[config.mk]
export PLATFORM = sky130hd
export DESIGN_NAME = hsep_sync_separator
export DESIGN_NICKNAME = d
export VERILOG_FILES = /design/src/rtl/hsep_pkg.sv /design/src/rtl/hsep_input_cond.sv /design/src/rtl/hsep_polarity_judge.sv /design/src/rtl/hsep_line_gate.sv /design/src/rtl/hsep_sync_separator.sv
export SDC_FILE = /design/constraint.sdc
export NUM_CORES = 1
export LEC_CHECK = 0
export ABC_AREA = 1
export BUFFER_PORTS_ARGS = -buffer_cell sky130_fd_sc_hd__buf_2
export CAP_MARGIN = 15
export CELL_PAD_IN_SITES_DETAIL_PLACEMENT = 2
export CELL_PAD_IN_SITES_GLOBAL_PLACEMENT = 2
export CORE_MARGIN = 3
export CORE_UTILIZATION = 38
export CTS_CLUSTER_DIAMETER = 80
export DETAILED_ROUTE_END_ITERATION = 7
export PLACE_DENSITY_LB_ADDON = 0.1
export SYNTH_ARGS = -nofsm -noshare
export SYNTH_HDL_FRONTEND = slang
export SYNTH_SLANG_ARGS = --single-unit
[constraint.sdc]
create_clock -name clk -period 4.59 [get_ports clk]
set_clock_uncertainty 0.2 [all_clocks]
set_input_delay 0.6885 -clock clk [delete_from_list [all_inputs] [get_ports clk]]
set_output_delay 0.6885 -clock clk [all_outputs]
set_load 0.03 [all_outputs]
[src/rtl/hsep_pkg.sv]
package hsep_pkg;
  typedef enum logic {POL_POS = 1'b0, POL_NEG = 1'b1} pol_e;
  typedef enum logic [1:0] {CAND_NONE = 2'd0, CAND_POS = 2'd1, CAND_NEG = 2'd2} cand_e;
endpackage

[src/rtl/hsep_input_cond.sv]
// Two-flop resynchronizer followed by a run-length glitch filter.
module hsep_input_cond #(
  parameter int MIN_W = 70
) (
  input  logic clk,
  input  logic rst_n,
  input  logic sync_raw,
  output logic lvl,
  output logic rise,
  output logic fall
);
  localparam int DG_W = (MIN_W > 1) ? $clog2(MIN_W) : 1;

  logic [1:0]      meta_q;
  logic            lvl_q, lvl_d_q;
  logic [DG_W-1:0] dg_q;

  always_ff @(posedge clk) begin
    if (!rst_n) begin
      meta_q  <= '0;
      lvl_q   <= 1'b0;
      lvl_d_q <= 1'b0;
      dg_q    <= '0;
    end else begin
      meta_q  <= {meta_q[0], sync_raw};
      lvl_d_q <= lvl_q;
      if (meta_q[1] != lvl_q) begin
        // new level must persist MIN_W samples before it is taken
        if (dg_q == DG_W'(MIN_W - 1)) begin
          lvl_q <= meta_q[1];
          dg_q  <= '0;
        end else begin
          dg_q <= dg_q + 1'b1;
        end
      end else begin
        dg_q <= '0;
      end
    end
  end

  assign lvl  = lvl_q;
  assign rise = lvl_q & ~lvl_d_q;
  assign fall = ~lvl_q & lvl_d_q;
endmodule

[src/rtl/hsep_polarity_judge.sv]
// Per-line duty vote on the filtered level; polarity changes after a streak.
module hsep_polarity_judge
  import hsep_pkg::*;
#(
  parameter int CNT_W     = 16,
  parameter int POL_AGREE = 4
) (
  input  logic clk,
  input  logic rst_n,
  input  logic rise,
  input  logic fall,
  input  logic vsync,
  input  logic over_wide,
  output pol_e polarity,
  output logic pol_valid,
  output logic pol_chg
);
  localparam int             AG_W    = $clog2(POL_AGREE + 1);
  localparam logic [CNT_W-1:0] CNT_MAX = '1;

  logic [CNT_W-1:0] run_q, hi_q;
  logic [1:0]       edges_q;
  logic             skip_q;
  cand_e            cand, cand_q;
  logic [AG_W-1:0]  streak_q, streak_nx;
  pol_e             pol_q, cand_pol;
  logic             valid_q, chg_q;

  logic [CNT_W:0]   per;
  logic [CNT_W+1:0] per_x, hi4, lo4;
  logic             eval, vote, same_now, commit;

  assign per   = {1'b0, hi_q} + {1'b0, run_q};
  assign per_x = {1'b0, per};
  assign hi4   = {hi_q, 2'b00};
  assign lo4   = {run_q, 2'b00};

  always_comb begin
    cand = CAND_NONE;
    if (hi4 < per_x)      cand = CAND_POS;
    else if (lo4 < per_x) cand = CAND_NEG;
  end

  assign cand_pol  = (cand == CAND_NEG) ? POL_NEG : POL_POS;
  assign eval      = rise && (edges_q == 2'd2);
  assign vote      = eval && !vsync && !skip_q;
  assign same_now  = valid_q && (cand_pol == pol_q);
  assign streak_nx = (streak_q != '0 && cand == cand_q) ? streak_q + 1'b1 : AG_W'(1);
  assign commit    = (streak_nx == AG_W'(POL_AGREE));

  always_ff @(posedge clk) begin
    if (!rst_n) begin
      run_q    <= '0;
      hi_q     <= '0;
      edges_q  <= '0;
      skip_q   <= 1'b0;
      cand_q   <= CAND_NONE;
      streak_q <= '0;
      pol_q    <= POL_POS;
      valid_q  <= 1'b0;
      chg_q    <= 1'b0;
    end else begin
      chg_q <= 1'b0;
      if (rise || fall)           run_q <= CNT_W'(1);
      else if (run_q != CNT_MAX)  run_q <= run_q + 1'b1;
      if (fall) hi_q <= run_q;
      if ((rise || fall) && edges_q != 2'd2) edges_q <= edges_q + 1'b1;

      if (over_wide)  skip_q <= 1'b0;
      else if (vsync) skip_q <= 1'b1;
      else if (eval)  skip_q <= 1'b0;

      if (vote) begin
        if (cand == CAND_NONE || same_now) begin
          streak_q <= '0;
        end else if (commit) begin
          pol_q    <= cand_pol;
          valid_q  <= 1'b1;
          chg_q    <= 1'b1;
          streak_q <= '0;
        end else begin
          cand_q   <= cand;
          streak_q <= streak_nx;
        end
      end
    end
  end

  assign polarity  = pol_q;
  assign pol_valid = valid_q;
  assign pol_chg   = chg_q;
endmodule

[src/rtl/hsep_line_gate.sv]
// Holdoff gating of leading edges and duty-based vertical extraction.
module hsep_line_gate
  import hsep_pkg::*;
#(
  parameter int CNT_W = 16
) (
  input  logic clk,
  input  logic rst_n,
  input  logic lvl,
  input  logic rise,
  input  logic fall,
  input  pol_e polarity,
  input  logic pol_valid,
  input  logic pol_chg,
  input  logic ref_clr,
  output logic h_pulse,
  output logic vsync,
  output logic over_wide
);
  localparam logic [CNT_W-1:0] CNT_MAX = '1;

  logic [CNT_W-1:0] since_q, ref_q, act_q, holdoff;
  logic             have_prev_q, hp_q, vs_q;
  logic             lead, trail, active, accept, upd_ok;
  logic [CNT_W:0]   ref_slack;
  logic [CNT_W+1:0] act4, ref_x, ref2_x;

  assign lead      = (polarity == POL_NEG) ? fall : rise;
  assign trail     = (polarity == POL_NEG) ? rise : fall;
  assign active    = lvl ^ (polarity == POL_NEG);
  assign holdoff   = ref_q - (ref_q >> 2);
  assign ref_slack = {1'b0, ref_q} + {2'b00, ref_q[CNT_W-1:1]};
  assign accept    = lead && pol_valid && (since_q >= holdoff);
  assign upd_ok    = have_prev_q && (since_q != CNT_MAX) &&
                     ((ref_q == '0) || ({1'b0, since_q} <= ref_slack));
  assign act4      = {act_q, 2'b00};
  assign ref_x     = {2'b00, ref_q};
  assign ref2_x    = {1'b0, ref_q, 1'b0};
  assign over_wide = active && pol_valid && (act4 > ref2_x);

  always_ff @(posedge clk) begin
    if (!rst_n) begin
      since_q     <= CNT_MAX;
      ref_q       <= '0;
      have_prev_q <= 1'b0;
      act_q       <= '0;
      hp_q        <= 1'b0;
      vs_q        <= 1'b0;
    end else begin
      hp_q <= accept;
      if (accept)                  since_q <= CNT_W'(1);
      else if (since_q != CNT_MAX) since_q <= since_q + 1'b1;

      if (ref_clr) begin
        ref_q       <= '0;
        have_prev_q <= 1'b0;
      end else if (accept) begin
        have_prev_q <= 1'b1;
        if (upd_ok) ref_q <= since_q;
      end

      if (!active)               act_q <= '0;
      else if (act_q != CNT_MAX) act_q <= act_q + 1'b1;

      if (pol_chg || !pol_valid || over_wide)
        vs_q <= 1'b0;
      else if (active && ref_q != '0 && act4 > ref_x)
        vs_q <= 1'b1;
      else if (trail && act4 <= ref_x)
        vs_q <= 1'b0;
    end
  end

  assign h_pulse = hp_q;
  assign vsync   = vs_q;
endmodule

[src/rtl/hsep_sync_separator.sv]
module hsep_sync_separator
  import hsep_pkg::*;
#(
  parameter int CNT_W     = 16,
  parameter int MIN_W     = 70,
  parameter int POL_AGREE = 4
) (
  input  logic clk,
  input  logic rst_n,
  input  logic sync_in,
  input  logic inhibit_in,
  output logic h_pulse,
  output logic vsync_ext,
  output logic pll_inhibit,
  output logic polarity
);
  logic lvl, rise, fall;
  pol_e pol_w;
  logic pol_valid, pol_chg, vs_w, over_w;

  hsep_input_cond #(.MIN_W(MIN_W)) u_cond (
    .clk(clk), .rst_n(rst_n), .sync_raw(sync_in),
    .lvl(lvl), .rise(rise), .fall(fall)
  );

  hsep_polarity_judge #(.CNT_W(CNT_W), .POL_AGREE(POL_AGREE)) u_judge (
    .clk(clk), .rst_n(rst_n), .rise(rise), .fall(fall),
    .vsync(vs_w), .over_wide(over_w),
    .polarity(pol_w), .pol_valid(pol_valid), .pol_chg(pol_chg)
  );

  hsep_line_gate #(.CNT_W(CNT_W)) u_gate (
    .clk(clk), .rst_n(rst_n), .lvl(lvl), .rise(rise), .fall(fall),
    .polarity(pol_w), .pol_valid(pol_valid), .pol_chg(pol_chg),
    .ref_clr(inhibit_in | pol_chg),
    .h_pulse(h_pulse), .vsync(vs_w), .over_wide(over_w)
  );

  assign vsync_ext   = vs_w;
  assign pll_inhibit = vs_w | inhibit_in;
  assign polarity    = logic'(pol_w);
endmodule

* Word-level counts from Yosys, hierarchy flattened
Index checks and enable logic that the tools add are counted.
** Operators by class
- Add/subtract/negate cells :: 9
- Multiply operators :: 0
- Div/mod/pow operators :: 0
- Order comparisons :: 7
- Equal/unequal tests :: 11
- Shift operators :: 0
- Muxes and demuxes :: 17
- Bitwise operators :: 12
- Reduce and logical (&&, ||, !) cells :: 43
** Operator list (number)
- 16-bit by 1-bit adder with 16-bit output (second input constant) :: 3
- 16-bit != test (second input constant) :: 3
- 18-bit by 17-bit less-than comparator with 1-bit output :: 2
- 16-bit 2-to-1 mux :: 2
- 18-bit by 16-bit greater-than comparator with 1-bit output :: 1
- 18-bit by 17-bit greater-than comparator with 1-bit output :: 1
- 18-bit by 16-bit less-or-equal comparator with 1-bit output :: 1
- 16-bit by 15-bit adder with 17-bit output :: 1
- 16-bit by 16-bit adder with 17-bit output :: 1
- 16-bit by 17-bit less-or-equal comparator with 1-bit output :: 1
- 16-bit greater-or-equal comparator :: 1
- 16-bit zero test :: 1
- 16-bit nonzero test :: 1
- 16-bit by 14-bit subtractor with 16-bit output :: 1
- 1-bit logical AND :: 15
- 1-bit 2-to-1 mux :: 10
- 2-bit OR reduction :: 5
- 3-bit 2-to-1 mux :: 3
- 2-bit nonzero test :: 4
- 7-bit by 1-bit adder with 7-bit output (second input constant) :: 1
- 7-bit == test (second input constant) :: 1
- 1-bit NOT :: 7
- 2-bit AND reduction :: 3
- 3-bit AND reduction :: 2
- other kinds (17) :: 28
** Word-level totals
- Register bits :: 105
- Latch bits :: 0
- Memory bits (writable) :: 0
- Memory bits (read-only) :: 0
- Input bits :: 4
- Output and inout bits :: 4
- Logic and storage cells :: 120
- Memories kept :: 0

* Longest topological paths before layout
- Depth after elaboration :: 11
- Mapped depth :: 31
- Gate-level depth less buffers :: 31

* Modules after synthesis
From an unflattened synthesis, not the netlist that was laid out.
** Second synthesis, totals
- Cell total of the unflattened synthesis :: 1311
- Area, all modules :: 9257.6 um2
** By module, submodules not included
- hsep_line_gate :: instances 1, cells an instance 758, area an instance 5307.6 um2, sequential area each 1021.0 um2
- hsep_polarity_judge :: instances 1, cells an instance 477, area an instance 3430.8 um2, sequential area each 860.8 um2
- hsep_input_cond :: instances 1, cells an instance 71, area an instance 500.5 um2, sequential area each 220.2 um2
- hsep_sync_separator :: instances 1, cells an instance 5, area an instance 18.8 um2, sequential area each 0.0 um2

* Worst setup path after synthesis
No wires, ideal clock.
- Kind :: register -> register
- Start :: reg u_gate.ref_q[4]
- End :: reg u_gate.ref_q[12]
- Setup time :: 132 ps
- Arrival :: 3611 ps
- Required time :: 4258 ps
- Setup slack :: 647 ps
- Cell stages (with the launch flop) :: 26
- Path buffers :: 1
- Clock period less this slack :: 3943 ps
- Cells stage by stage :: dfxtp_1 inv_1 ha_1 a21o_1 a31oi_1 o21ai_0 a21oi_1 o21ai_0 a21oi_1 o21ai_0 nand2_1 nand2_1 a21oi_1 xor2_1 ha_1 a21oi_1 nor2_1 a211oi_1 o21ai_1 nand2_1 nor3_1 nand2_1 inv_2 buf_4 nand2_1 a21oi_1
** On the way
- Longest elaborated chain between the ends :: 5
- Elaborated cells between the ends (all ways) :: 9
- Classes of those cells :: add/sub: 2; order compare: 2; reduce/logical: 5
** RTL lines
- from (decl) :: line hsep_line_gate.sv:22 : logic [CNT_W-1:0] since_q, ref_q, act_q, holdoff;
- from (signal assigned) :: line hsep_line_gate.sv:59 : if (upd_ok) ref_q <= since_q;
- 16-bit by 15-bit adder with 17-bit output :: line hsep_line_gate.sv:32 : assign ref_slack = {1'b0, ref_q} + {2'b00, ref_q[CNT_W-1:1]};
- 16-bit by 17-bit less-or-equal comparator with 1-bit output :: line hsep_line_gate.sv:35 : ((ref_q == '0) || ({1'b0, since_q} <= ref_slack));
- 1-bit logical OR :: line hsep_line_gate.sv:35
- 1-bit logical AND :: line hsep_line_gate.sv:34 : assign upd_ok = have_prev_q && (since_q != CNT_MAX) &&
- 2-bit AND reduction (no line) *
Every way passes the cells marked *; elsewhere a longest branch is shown, timed or not.
A chain may end at the register's enable or synchronous reset.

* Worst setup path after layout
- Start :: reg u_gate.ref_q[0]
- End :: reg u_gate.since_q[14]
** On the way
- Longest elaborated chain between the ends :: 4
- Elaborated cells between the ends (all ways) :: 5
- Classes of those cells :: add/sub: 1; order compare: 1; mux: 1; reduce/logical: 2
** RTL lines
- 16-bit by 14-bit subtractor with 16-bit output * :: line hsep_line_gate.sv:31 : assign holdoff = ref_q - (ref_q >> 2);
- 16-bit greater-or-equal comparator * :: line hsep_line_gate.sv:33 : assign accept = lead && pol_valid && (since_q >= holdoff);
- 1-bit logical AND * :: line hsep_line_gate.sv:33
- 16-bit 2-to-1 mux or 2-bit nonzero test (tied branches)
- to (signal assigned) :: line hsep_line_gate.sv:52 : else if (since_q != CNT_MAX) since_q <= since_q + 1'b1;
- to (decl) :: line hsep_line_gate.sv:22
Marked as above.

==> results.json <==
{
  "cp_slowest_cell": "fa_2",
  "avgSynthCellArea_sq_um": 7.103,
  "die_area_sq_um": 25430,
  "min_period_ns": 4.333,
  "slew_violations": 0,
  "synth_most_common_cell": "nand2_1",
  "critPathCaptureType": "register",
  "antenna_cells": 0,
  "dr.pass1.iters": 4,
  "fill_cells": 2771,
  "timing.rr.start": "u_gate.ref_q[0]",
  "area_delta_synth_final_pct": 11.92,
  "yosys.area.top_type": "dfxtp_1",
  "path_delay_family": "simple AND/OR/NAND/NOR gates",
  "io_pins": 8,
  "vias": 8728,
  "initial_core_util": 0.3906,
  "dr.first_iter.drc_count": 378,
  "synthTopCellsByCount": "nand2_1 (217), inv_1 (184), ha_1 (152)",
  "fin_cells": 1612,
  "design_area_sq_um": 10020,
  "synth-main-ff-cell": "dfxtp_1",
  "htree_levels": 3,
  "setup_viol": 0,
  "overflow": 0,
  "grt_pass1_wl_mm": 49.98,
  "route.detailed.drc": 0,
  "clk_latency_ns": 0.37,
  "synth_area_sq_um": 8950,
  "critPathLaunchType": "register",
  "core.rowCount": 55,
  "startpoint": "u_gate.ref_q[0]",
  "path_depth": 26,
  "r2r_slack_ns": 0.26,
  "cp_max_fo": 6,
  "cts.clk_slew.worst_paths_ns": 0.08,
  "slowest_delay_ns": 0.37,
  "cts_sinks": 105,
  "cts-root-buf": "clkbuf_16",
  "grt_usage": 0.2398,
  "cp.arrival_ns": 4.41,
  "synthCells": 1260,
  "dieHeight_microns": 159.5,
  "power-per-cell-area_nw_per_um2": 265.4,
  "synth-edff-count": 0,
  "wirelength_mm": 30.62,
  "clk_path_buf_depth": 2,
  "ant_nets": 0,
  "p_leak_nw": 4.583,
  "max-vdd-ir-drop_v": 0.0001490,
  "clock.fmax_ghz": 0.2308,
  "yosysTopAreaCellShare": 0.2349,
  "reg2reg_depth": 26,
  "yosys.cell_types.count": 49,
  "yosys_warnings": 0,
  "routabilityCongestion": 0.8145,
  "hp-start": "u_cond.meta_q[0]",
  "finalNetCount": 1453,
  "synth_seq_area_share": 0.2349,
  "relSlewSlack": 0.4041,
  "ys_ff_latch": 105,
  "synth_nets": 1419,
  "status": "completed",
  "place_inst": 1590,
  "die_w_microns": 159.5,
  "cts-buffers-inserted": 9,
  "via_per_inst": 5.414,
  "cts_tree": "yes",
  "place_area_sq_um": 9508,
  "cp.required_ns": 4.67,
  "tightest_slew_ns": 0.8906,
  "cp-endpoint": "u_gate.since_q[14]",
  "wl_per_cell_microns": 19.00,
  "synthTopCellsByArea": "dfxtp_1 (23%), ha_1 (21%), nand2_1 (9.1%)",
  "grt_start_max_net_pins": 39,
  "dp_hpwl_mm": 24.16,
  "drive_gt1_frac": 0.1070,
  "finalHoldViolCount": 0,
  "antenna_found_initial": 0,
  "io_buffer_count": 7,
  "hold_path.class": "reg -> reg",
  "critPathBufInv": 6,
  "cap_viol_max_count": 0,
  "crit_top_cell": "nand2_1",
  "r2r_end": "u_gate.since_q[14]",
  "synthArstFlopShare": 0,
  "path_class": "reg -> reg",
  "grt_pass1_vias": 9531,
  "core-area_sq_um": 22920,
  "layout_worst_path_cycle_share": 0.9440
}
==> placed cells by master, fill, tap and decap left out, drive strengths merged <==
master / instances
a31o: 2
nand4: 26
and3: 1
a21oi: 153
buf: 35
o211ai: 11
a211oi: 8
a21boi: 2
xor2: 41
or2: 3
nor4: 9
ha: 152
nand3b: 3
a31oi: 8
o21ai: 70
o21a: 6
xnor2: 10
inv: 194
o221ai: 2
or3: 1
nor3b: 2
nand3: 54
o2111ai: 3
o311ai: 1
clkbuf: 9
nand2: 227
bufinv: 1
o21bai: 5
o31ai: 5
nor3: 37
clkinvlp: 2
nor2: 101
a21o: 4
fa: 3
clkinv: 3
dfxtp: 105
==> power breakdown <==
part	switching, mW	internal (mW)	leakage (nW)
clock network	0.414	0.436	0.150
registers	0.128	0.969	0.857
logic	0.436	0.275	3.58
total	0.979	1.68	4.58
==> how the worst min path moves through the flow <==
stage	cells past startpoint	slack [ns]	endpoint
after floorplan	2	0.19	u_cond.meta_q[1]
after global placement	2	0.20	u_cond.meta_q[1]
after detailed placement	2	0.22	u_cond.meta_q[1]
after CTS	2	0.23	u_cond.meta_q[1]
after global routing	2	0.26	u_cond.meta_q[1]
final	2	0.23	u_cond.meta_q[1]
==> timing repair <==
item                                    in CTS  in global routing
hold buffers                                 0                  0
gates cloned                                 1                  0
buffers inserted                             0                  5
resized for setup                           14                 41
endpoints found under the hold margin        0                  0
endpoints found under the setup margin      21                 35
pin swaps                                    3                  5
==> final cells by class <==
class | count | area, sq um | area share
Sequential cell | 105 | 2121 | 0.2117
Timing Repair inverter | 1 | 7.507 | 0.0007494
Clock buffer | 9 | 225.2 | 0.02248
Multi-Input combinational cell | 950 | 6205 | 0.6194
Timing Repair Buffer | 35 | 257.7 | 0.02573
Clock inverter | 7 | 86.33 | 0.008619
Tap cell | 313 | 391.6 | 0.03910
Inverter | 192 | 723.2 | 0.07220
==> state kept, by name, summed over array words and instances, names as in the netlist, 2 cells and up <==
name	count
u_gate.ref_q	16
u_judge.edges_q	2
u_gate.act_q	16
u_judge.hi_q	16
u_gate.since_q	16
u_cond.dg_q	7
u_judge.run_q	16
u_judge.cand_q	2
u_judge.streak_q	3
u_cond.meta_q	2
==> through the flow <==
| stage | power [mW] | hold WS (ns) | setup WS, ns | setup TNS (ns) | util |
|---|---|---|---|---|---|
| finish | 2.659 | 0.2297 | 0.2572 | 0 | 0.4371 |
| global route | 2.844 | 0.2616 | -0.02833 | -0.06089 | 0.4371 |
| CTS | 2.669 | 0.2329 | 0.04060 | 0 | 0.4306 |
| detailed placement | 1.795 | 0.2163 | -0.2325 | -2.947 | 0.4149 |
| global placement | 1.754 | 0.2042 | 0.02208 | 0 | 0.4149 |
| floorplan | 1.569 | 0.1905 | 0.6472 | 0 | - |
==> cells by family (layout without fill, tap and decap cells) <==
| family | after synthesis | after routing | share of synthesized area |
|---|---|---|---|
| AO/OA/AOI/OAI | 280 | 280 | 0.1767 |
| AND/OR/NAND/NOR | 464 | 464 | 0.2328 |
| adder cells (fa/ha/maj) | 155 | 155 | 0.2192 |
| buffers and inverters | 205 | 244 | 0.08654 |
| XOR/XNOR | 51 | 51 | 0.04991 |
| flip-flops | 105 | 105 | 0.2349 |
==> worst min-delay path, stage by stage (launching register included) <==
cell	delay, ns
dfxtp_1	0.31
nand2_1	0.05
inv_1	0.04
==> metal layers <==
metal  vias to the layer above  global-route usage  routed length (microns)
met2                        47              0.4460                    15820
met5                         -                   0                        0
li1                       4311                   -                        -
met3                        35             0.02237                      382
met4                         0             0.05253                      516
met1                      4335              0.2986                    13910
Power figures use the tool's default switching activity.
